`src/rtl/avs_pkg.sv`:
```
package avs_pkg;
  typedef enum logic {
    MODE_PTR  = 1'b0,
    MODE_CALL = 1'b1
  } ack_mode_e;

  localparam int DATA_W  = 8;
  localparam int LEVEL_W = 3;
  localparam int CNT_W   = 2;
  localparam logic [DATA_W-1:0] CALL_OPCODE = 8'hCD;
endpackage

```
`src/rtl/avs_pulse_track.sv`:
```
module avs_pulse_track
  import avs_pkg::*;
(
  input  logic             clk,
  input  logic             rst_n,
  input  logic             ack_n,
  input  ack_mode_e        mode_in,
  output logic [CNT_W-1:0] pulse_idx,
  output logic             in_pulse,
  output ack_mode_e        mode_cur,
  output logic             commit_hit,
  output logic             end_hit
);
  logic             ack_d;
  logic [CNT_W-1:0] cnt_q;
  logic             in_pulse_q;
  ack_mode_e        mode_q;
  logic             fall, rise;
  logic [CNT_W-1:0] last_idx, commit_idx, cnt_nxt;

  assign fall       = ack_d & ~ack_n;
  assign rise       = ~ack_d & ack_n;
  assign mode_cur   = (cnt_q == '0) ? mode_in : mode_q;
  assign last_idx   = (mode_cur == MODE_CALL) ? CNT_W'(3) : CNT_W'(2);
  assign commit_idx = (mode_cur == MODE_CALL) ? CNT_W'(1) : CNT_W'(2);
  assign cnt_nxt    = cnt_q + CNT_W'(1);
  assign commit_hit = fall && (cnt_q < last_idx) && (cnt_nxt == commit_idx);
  assign end_hit    = rise && in_pulse_q && (cnt_q == last_idx);

  always_ff @(posedge clk or negedge rst_n) begin
    if (!rst_n) begin
      ack_d      <= 1'b1;
      cnt_q      <= '0;
      in_pulse_q <= 1'b0;
      mode_q     <= MODE_PTR;
    end else begin
      ack_d <= ack_n;
      if (fall && (cnt_q < last_idx)) begin
        cnt_q      <= cnt_nxt;
        in_pulse_q <= 1'b1;
        if (cnt_q == '0) mode_q <= mode_in;
      end else if (rise) begin
        in_pulse_q <= 1'b0;
        if (end_hit) cnt_q <= '0;
      end
    end
  end

  assign pulse_idx = cnt_q;
  assign in_pulse  = in_pulse_q;
endmodule

```
`src/rtl/avs_level_latch.sv`:
```
module avs_level_latch
  import avs_pkg::*;
(
  input  logic               clk,
  input  logic               rst_n,
  input  logic               capture,
  input  logic               req_valid,
  input  logic [LEVEL_W-1:0] req_level,
  output logic [LEVEL_W-1:0] level_q
);
  localparam logic [LEVEL_W-1:0] SPURIOUS_LEVEL = '1;

  always_ff @(posedge clk or negedge rst_n) begin
    if (!rst_n)       level_q <= '0;
    else if (capture) level_q <= req_valid ? req_level : SPURIOUS_LEVEL;
  end
endmodule

```
`src/rtl/avs_byte_mux.sv`:
```
module avs_byte_mux
  import avs_pkg::*;
#(
  parameter int ADDR_W    = 16,
  parameter int STRIDE_SH = 2
) (
  input  ack_mode_e                   mode,
  input  logic [CNT_W-1:0]            pulse_idx,
  input  logic [LEVEL_W-1:0]          level,
  input  logic [ADDR_W-1:0]           handler_base,
  input  logic [DATA_W-LEVEL_W-1:0]   vec_base,
  output logic                        answer,
  output logic [DATA_W-1:0]           data
);
  logic [ADDR_W-1:0] handler_addr;

  assign handler_addr = handler_base
                      + ({{(ADDR_W-LEVEL_W){1'b0}}, level} << STRIDE_SH);

  always_comb begin
    answer = 1'b0;
    data   = '0;
    if (mode == MODE_CALL) begin
      unique case (pulse_idx)
        CNT_W'(1): begin answer = 1'b1; data = CALL_OPCODE; end
        CNT_W'(2): begin answer = 1'b1; data = handler_addr[DATA_W-1:0]; end
        CNT_W'(3): begin answer = 1'b1; data = handler_addr[2*DATA_W-1:DATA_W]; end
        default:   begin answer = 1'b0; data = '0; end
      endcase
    end else if (pulse_idx == CNT_W'(2)) begin
      answer = 1'b1;
      data   = {vec_base, level};
    end
  end
endmodule

```
`src/rtl/ack_vector_seq.sv`:
```
module ack_vector_seq
  import avs_pkg::*;
#(
  parameter int STRIDE_SH = 2
) (
  input  logic                      clk,
  input  logic                      rst_n,
  input  logic                      ack_n,
  input  logic                      call_mode,
  input  logic                      aeoi_en,
  input  logic                      req_valid,
  input  logic [LEVEL_W-1:0]        req_level,
  input  logic [2*DATA_W-1:0]       handler_base,
  input  logic [DATA_W-LEVEL_W-1:0] vec_base,
  output logic [DATA_W-1:0]         bus_data,
  output logic                      bus_oe,
  output logic                      commit,
  output logic [LEVEL_W-1:0]        commit_level,
  output logic                      seq_done,
  output logic                      aeoi_clear
);
  localparam int ADDR_W = 2 * DATA_W;

  ack_mode_e          mode_in, mode_cur;
  logic [CNT_W-1:0]   pulse_idx;
  logic               in_pulse, commit_hit, end_hit, answer;
  logic [LEVEL_W-1:0] level_q;
  logic [DATA_W-1:0]  mux_data;

  assign mode_in = call_mode ? MODE_CALL : MODE_PTR;

  avs_pulse_track u_track (
    .clk        (clk),
    .rst_n      (rst_n),
    .ack_n      (ack_n),
    .mode_in    (mode_in),
    .pulse_idx  (pulse_idx),
    .in_pulse   (in_pulse),
    .mode_cur   (mode_cur),
    .commit_hit (commit_hit),
    .end_hit    (end_hit)
  );

  avs_level_latch u_level (
    .clk       (clk),
    .rst_n     (rst_n),
    .capture   (commit_hit),
    .req_valid (req_valid),
    .req_level (req_level),
    .level_q   (level_q)
  );

  avs_byte_mux #(.ADDR_W(ADDR_W), .STRIDE_SH(STRIDE_SH)) u_mux (
    .mode         (mode_cur),
    .pulse_idx    (pulse_idx),
    .level        (level_q),
    .handler_base (handler_base),
    .vec_base     (vec_base),
    .answer       (answer),
    .data         (mux_data)
  );

  always_ff @(posedge clk or negedge rst_n) begin
    if (!rst_n) begin
      commit     <= 1'b0;
      seq_done   <= 1'b0;
      aeoi_clear <= 1'b0;
    end else begin
      commit     <= commit_hit;
      seq_done   <= end_hit;
      aeoi_clear <= end_hit & aeoi_en;
    end
  end

  assign bus_oe       = ~ack_n & in_pulse & answer;
  assign bus_data     = bus_oe ? mux_data : '0;
  assign commit_level = level_q;
endmodule

```
`config.mk`:
```
export PLATFORM = sky130hd
export DESIGN_NAME = ack_vector_seq
export DESIGN_NICKNAME = d
export VERILOG_FILES = /design/src/rtl/avs_pkg.sv /design/src/rtl/avs_pulse_track.sv /design/src/rtl/avs_level_latch.sv /design/src/rtl/avs_byte_mux.sv /design/src/rtl/ack_vector_seq.sv
export SDC_FILE = /design/constraint.sdc
export NUM_CORES = 1
export LEC_CHECK = 0
export CAP_MARGIN = 20
export CORE_MARGIN = 2
export CORE_UTILIZATION = 35
export CTS_CLUSTER_SIZE = 10
export DETAILED_ROUTE_END_ITERATION = 8
export DONT_BUFFER_PORTS = 1
export MAX_ROUTING_LAYER = met4
export PLACE_DENSITY = 0.5
export SLEW_MARGIN = 0
export SYNTH_ARGS = -nofsm -noshare
export SYNTH_HDL_FRONTEND = slang
export SYNTH_HIERARCHICAL = 1
export SYNTH_SLANG_ARGS = --single-unit
```
`constraint.sdc`:
```
create_clock -name clk -period 3.4 [get_ports clk]
set_input_delay 0.34 -clock clk [delete_from_list [all_inputs] [get_ports clk]]
set_output_delay 0.34 -clock clk [all_outputs]
set_load 0.01 [all_outputs]
```
==> summary.md, run 1 <==
| Metric | Value |
|---|---|
| Overall power | 849 µW |
| Yosys cell types | 42 |
| Final Critical Period | 2950 ps |
| Fin Setup TNS | 0 ps |
| Final Instance Area | 1140 µm² |
| Crit Path Category | reg -> out |
| IO Port Bufs | 0 |
| Initial DRC count | 25 |
| Placed instance area | 1100 µm² |
| Post-synthesis cell count | 118 |
| Clock Pin Slew Worst Setup and Hold Paths | 70 ps |
| RSZ-0062 raised after global routing | no |
| Clock skew | 2.81 ps |
| WP data arrival | 2610 ps |
| Synth area leaders | dfrtp_1 (23%), and4b_1 (7.5%), xor2_1 (7.3%) |
| Cell accounting for the most synthesized area | dfrtp_1 |
| Syn-to-layout area delta | 5.94% |
| Total Wirelength | 2490 µm |
| CP required | 3060 ps |
| Floorplan row count | 20 |
| Die H | 59.4 µm |
| Comb pwr share | 61.6% |
| Avg Vias per Cell | 5.54 |
| Switching share of power | 46.9% |
| Pre-CTS WS | 699 ps |
| Slew HR | 56.2% |
| Initial antenna violation count | 0 |
| TritonCTS Buffers | 3 |
| Maxcap violations | 0 |
| GPL Wtd Cong | 0.746 |
| Ys async rst share | 100% |
| Post-Synth Adder-Cell Area | 7.69% |
| Clock sink count | 11 |
| Core area | 2980 µm² |
| CTS HTree Levels | 1 |
| Number of flops mapped to enable cells by yosys | 0 |
| Part of the power in registers | 28.4% |
| Post-CTS setup buffer count | 0 |
| NetSw | 398 µW |
| Slowest CP cell | dfrtp_1 |
| DR vias | 847 |
| First-pass GRT wire length | 3820 µm |
| Fin worst setup slack | 454 ps |
| Peak VDD IR | 0.322 mV |
| Sequential-to-total area share from yosys stat | 25.8% |
| Pleak | 0.000525 µW |
| Yosys top cell area share | 23.3% |
| Crit-path cells | ha_1 -> inv_1 -> fa_1 -> nand2b_1 -> a21oi_2 -> nand4_1 -> xor2_1 -> o221ai_1 -> and4b_1 |
| DRT antenna net count | 0 |
| Slew Viols, Final | 0 |
| Initial core utilization | 36.1% |
| Layout cells sized above 1 | 12.5% |
| Post_cts resized | 0 |
| Internal power | 451 µW |
| Die Area | 3530 µm² |
| Clock Power Share | 9.9% |
| DRC violations left | 0 |
| Final setup viols | 0 |
| Fin nets | 157 |
| Worst hold path class | in -> reg |
| Core Util, Final | 38.2% |
| Measured slew at the worst slew-check pin | 652 ps |
| Main combinational cell family by area after synthesis | simple AND/OR/NAND/NOR gates |
| Overall routing resource usage | 15.1% |
| Warnings from Yosys | 6 |
| Routed len/inst | 16.3 µm |
| Multiplexer share of the synthesized area | 8.97% |
| Pwr/cell area | 747 nW/µm² |
| Worst-Skew Late Latency | 260 ps |
| Worst Setup End Kind | primary output |
| Synth Area in Compound Gates | 14.3% |
| Fmax | 339 MHz |
| Outcome | completed |
| Primary FF master, synth | dfrtp_1 |
| Overflow after GRT | 0 |
| Clock tree from TritonCTS | done |
| Syn avg cell area | 9.10 µm² |
| Ports | 45 |
| Root Buffer | clkbuf_4 |
| Longest Clk Path Bufs | 2 |
| Largest stage delay, worst path | 450 ps |
| Cell area after synthesis | 1070 µm² |
| Antenna Diode Count | 0 |
| Simple-Gate Fraction of Synth Area | 27.2% |
| Critical Path Source Type | flop |
| Hpwl dp | 2070 µm |
| Syn_nets | 154 |
| Number of global-route vias before repair | 848 |
| Die W | 59.4 µm |
| Final Hold Vio Count | 0 |
| Tcrit/Tclk final | 86.6% |
| Largest net degree at the start of global routing | 17 |
| Router iterations before antenna repair | 3 |
| Crit Path Max Fanout | 4 |
| XOR/XNOR Fraction of Synth Area | 10.6% |
| #FFs+latches synth | 11 |
[kinds of logic (layout without fill, tap and decap cells)]
group | after synthesis | in the layout
compound gates | 21 | 21
buf+inv | 15 | 17
flops | 11 | 11
simple gates | 43 | 43
fa+ha+maj | 6 | 6
xor+xnor | 13 | 13
mux | 9 | 9
[stage by stage]
| stage | instances | hold slack [ps] |
|---|---|---|
| floorplan | 118 | 44.4 |
| global placement | 148 | 44.7 |
| detailed placement | 148 | 44.7 |
| CTS | 153 | 66.9 |
| global route | 153 | 46.9 |
| finish | 153 | 76.9 |
[synthesized netlist by cell type (2+ instances only)]
master / instances
o21ai_0: 4
xnor2_1: 4
nor2_1: 6
nand2_1: 8
nand4_1: 2
dfrtp_1: 10
ha_1: 5
xor2_1: 9
buf_2: 2
a31oi_1: 3
nand2b_1: 3
o22ai_1: 4
o221ai_1: 3
mux2i_1: 7
and4b_1: 8
inv_1: 12
nand3_1: 3
[flip-flops by register name (all words and copies together) (netlist names)]
| register | flops |
|---|---|
| u_track/in_pulse | 1 |
| u_track/pulse_idx | 2 |
| u_track/mode_q | 1 |
| commit | 1 |
| seq_done | 1 |
| u_level/level_q | 3 |
| u_track/ack_d | 1 |
| aeoi_clear | 1 |
[per-layer routing]
metal	wire length (µm)	share of wire (%)	track usage, %	vias up
li1	-	-	-	433
met1	1020	41	17.2	392
met2	1300	52	26.1	20
met3	151	6.1	2.84	2
met4	19	0.76	5.84	0
met5	0	0	-	-
[final timing paths]
path	endpoint	start	depth (start not counted)	slack, ps
max in group asynchronous	u_track/ack_d$_DFF_PN1_	rst_n	1	2560
min reg2reg	u_track/mode_q$_DFFE_PN0P_	u_track/mode_q$_DFFE_PN0P_	1	530
min	u_track/ack_d$_DFF_PN1_	ack_n	0	80
min in group asynchronous	u_track/mode_q$_DFFE_PN0P_	rst_n	1	480
max reg2reg	u_level/level_q[0]$_DFFE_PN0P_	u_track/pulse_idx[0]$_DFFE_PN0P_	9	750
max	bus_data[2]	u_level/level_q[0]$_DFFE_PN0P_	9	450
[power groups by stage]
stage / combinational (µW) / sequential [µW] / clock (µW)
6_report: 523 / 242 / 84.3
5_1_grt: 592 / 250 / 96.2
4_1_cts: 536 / 243 / 88.2
3_5_place_dp: 529 / 245 / 0
3_3_place_gp: 523 / 243 / 0
2_1_floorplan: 444 / 227 / 0
[critical path: cells and delay by family (launching register included)]
kind,cells,cell delay [ps]
xor gates and xnor gates,1,170
and+or+nand+nor,3,610
DFF,1,450
adders and majority gates,2,620
AOI/OAI and AO/OA,2,430
buffers and inverters,1,60
[what timing repair did]
action	CTS	global route
endpoints found under the hold margin	11	0
setup endpoints to repair	0	0
hold buffers	1	0
[final cells by class]
type                            count  area [µm²]
Fill cell                         308        1840
Multi-Input combinational cell     92         738
Sequential cell                    11         277
Inverter                           12        45.0
Tap cell                           33        41.3
Clock buffer                        4        26.3
Timing Repair Buffer                1        10.0
[cells in the final DEF, fill, tap and decap left out, drive strengths merged, types with 5 or more instances in the layout]
cell type	instances
mux2i	7
nand2	9
inv	12
xor2	9
o21ai	5
nor2	6
and4b	8
ha	5
dfrtp	10
(Power assumes the default switching activity.)
==> run 2: changes to the inputs <==
- CORE_UTILIZATION: 35 -> 55
- PLACE_DENSITY: 0.5 -> 0.74
- SLEW_MARGIN: 0 -> 40
- clock period: 3.4 -> 2.7 ns (I/O delays scaled with it)
==> run 2 against run 1 <==
Effect of this change:
- via count up 9.0%
- final cell count fell by 2.0%
- global-route usage is 9.7 points higher
- design area is 7.6% higher
- non-clock buffer count increased by 5
- sequential share of layout area shrank 1.4 points
- total power rose by 39%
- critical path depth unchanged
- largest cell class unchanged
- highest routed layer unchanged
==> summary.md, run 2 (same netlist as run 1, synthesis figures left out) <==
| Metric | Value |
|---|---|
| Clock Pin Slew Worst Setup and Hold Paths | 70 ps (about the same) |
| Crit-path cells | ha_4 -> inv_2 -> fa_2 -> nand2b_4 -> a21oi_4 -> nand2_1 -> xor2_1 -> o221ai_1 -> and4b_1 |
| Syn-to-layout area delta | 14.0% |
| GPL Wtd Cong | 0.794 (+6.5%) |
| DRC violations left | 0 (unchanged) |
| Total Wirelength | 2480 µm (-0.40%) |
| Overflow after GRT | 0 (unchanged) |
| Most frequent cells in the layout | inv_1 (11), xor2_1 (9), dfrtp_1 (7), nand2_1 (7), mux2i_1 (7) |
| Measured slew at the worst slew-check pin | 490 ps (-162 ps) |
| Layout cells sized above 1 | 25.6% (+13 points) |
| WP data arrival | 2360 ps (-250 ps) |
| Antenna Diode Count | 0 (unchanged) |
| R2r worst-path depth | 9 (unchanged) |
| CTS HTree Levels | 1 (unchanged) |
| Overall routing resource usage | 24.9% (+9.7 points) |
| Fmax | 380 MHz |
| Worst Setup End Kind | primary output |
| Tcrit/Tclk final | 97.4% |
| Worst r2r src | u_track/pulse_idx[0]$_DFFE_PN0P_ |
| Core area | 1780 µm² (-40%) |
| Final Hold Vio Count | 0 (unchanged) |
| Ports | 45 (unchanged) |
| Slew Viols, Final | 0 (unchanged) |
| Avg Vias per Cell | 6.15 (+11%) |
| Die H | 48.2 µm (-19%) |
| Number of global-route vias before repair | 837 (-1.3%) |
| Slowest CP cell | dfrtp_2 |
| Initial DRC count | 21 (-16%) |
| Slew HR | 67.2% (+11 points) |
| Final Critical Period | 2630 ps |
| Top reg by flops | u_level/level_q |
| IO Port Bufs | 0 (unchanged) |
| Worst setup endpoint | bus_data[0] |
| Final Instance Area | 1220 µm² (+7.6%) |
| Largest net degree at the start of global routing | 14 (-3) |
| Area of the multi-input gates | 790 µm² (+6.9%) |
| Cell total after placement | 142 (-4.1%) |
| DR vias | 923 (+9.0%) |
| Critical Path Source Type | flop |
| Fin worst setup slack | 70.4 ps (-384 ps) |
| R2R Setup Slk | 490 ps (-260 ps) |
| Placed instance area | 1110 µm² (+0.45%) |
| TritonCTS Buffers | 3 (unchanged) |
| CP required | 2430 ps (-630 ps) |
| Largest register FFs | 3 (unchanged) |
| Routed len/inst | 16.5 µm (+1.6%) |
| Worst-Skew Late Latency | 270 ps (about the same) |
| Longest Clk Path Bufs | 2 (unchanged) |
| Floorplan row count | 15 (-25%) |
| Clock skew | 6.53 ps (+3.72 ps) |
| Fin nets | 162 (+3.2%) |
| Fill cell count | 144 (-53%) |
| Core Util, Final | 68.6% (+30 points) |
| Initial core utilization | 60.2% (+24 points) |
| Crit Path Category | reg -> out |
| Initial antenna violation count | 0 (unchanged) |
| Commonest non-fill, non-tap cell in the layout | inv_1 |
| Largest stage delay, worst path | 440 ps (about the same) |
| FF-to-FF End | u_level/level_q[0]$_DFFE_PN0P_ |
| Pwr/cell area | 964 nW/µm² (+29%) |
| RSZ-0062 raised after global routing | yes |
| Hpwl dp | 1920 µm (-7.3%) |
| Crit Path Max Fanout | 4 (unchanged) |
| Maxcap violations | 0 (unchanged) |
| Peak VDD IR | 0.704 mV (+120%) |
| First-pass GRT wire length | 3800 µm (-0.55%) |
| Die Area | 2320 µm² (-34%) |
| Pre-CTS WS | 174 ps (-526 ps) |
| Clock tree from TritonCTS | done |
| Outcome | completed |
| Critical path launch point | u_level/level_q[0]$_DFFE_PN0P_ |
| Reg area | 280 µm² (+1.4%) |
| DRT antenna net count | 0 (unchanged) |
| Hold Slack | 83.2 ps (+6.29 ps) |
| Die W | 48.2 µm (-19%) |
| Root Buffer | clkbuf_4 |
| Pleak | 0.000557 µW (+6.0%) |
| Final setup viols | 0 (unchanged) |
| Layout Cells excl Fill | 150 (-2.0%) |
| Clock sink count | 11 (unchanged) |
| Worst hold path class | in -> reg |
| Router iterations before antenna repair | 4 (+1) |
==> run 2: per-layer routing <==
layer / track usage, % / share of wire (%) / up-vias
met5: - / 0 / -
met4: 4.32 / 1.0 / 0
met3: 8.89 / 7.0 / 4
met2: 38.9 / 48 / 42
met1: 31.2 / 44 / 436
li1: - / - / 441
==> run 2: worst max-delay path: cells and delay by family, from the launching register on <==
family          cells  cell delay [ps]
compound gates      2              380
simple gates        3              550
xor+xnor            1              160
flops               1              440
buf+inv             1               40
fa+ha+maj           2              520
==> run 2: worst min-delay path by stage <==
stage	slack (ps)	endpoint	depth (start not counted)	from
2_1_floorplan	-30	aeoi_clear$_DFF_PN0_	0	rst_n
3_3_place_gp	-30	u_track/mode_q$_DFFE_PN0P_	0	rst_n
3_5_place_dp	-30	u_track/mode_q$_DFFE_PN0P_	0	rst_n
6_report	80	u_level/level_q[2]$_DFFE_PN0P_	1	req_valid
4_1_cts	70	u_level/level_q[2]$_DFFE_PN0P_	1	req_valid
5_1_grt	70	u_level/level_q[2]$_DFFE_PN0P_	1	req_valid
==> run 2: per-stage QoR <==
stage | power (µW) | TNS (ps)
5_1_grt | 1280 | -37.0
2_1_floorplan | 845 | 0
3_3_place_gp | 958 | 0
3_5_place_dp | 980 | 0
4_1_cts | 1130 | 0
6_report | 1180 | 0
==> run 2: area by class of cell <==
| type | instances | share of cell area (%) |
|---|---|---|
| well taps | 25 | 2.56 |
| multi-input cells | 92 | 64.5 |
| clock inverters | 1 | 0.409 |
| clock buffers | 3 | 1.84 |
| inverters | 12 | 3.68 |
| repair buffers | 6 | 4.09 |
| flip-flops and latches | 11 | 22.9 |
==> run 2: power by group <==
| group | leakage [µW] | total (µW) | switching [µW] | internal, µW |
|---|---|---|---|---|
| logic | 0.000410 | 753 | 406 | 346 |
| clock network | 0.0000177 | 111 | 55.7 | 54.8 |
| registers | 0.000129 | 317 | 91.4 | 226 |
==> run 2: what timing repair did <==
action / 4_1_cts / 5_1_grt
hold endpoints to repair: 12 / 0
pin swaps: 3 / 6
buffers inserted: 0 / 2
cloned: 0 / 0
gates resized for setup: 5 / 10
hold buffers: 2 / 0
endpoints found under the setup margin: 4 / 6
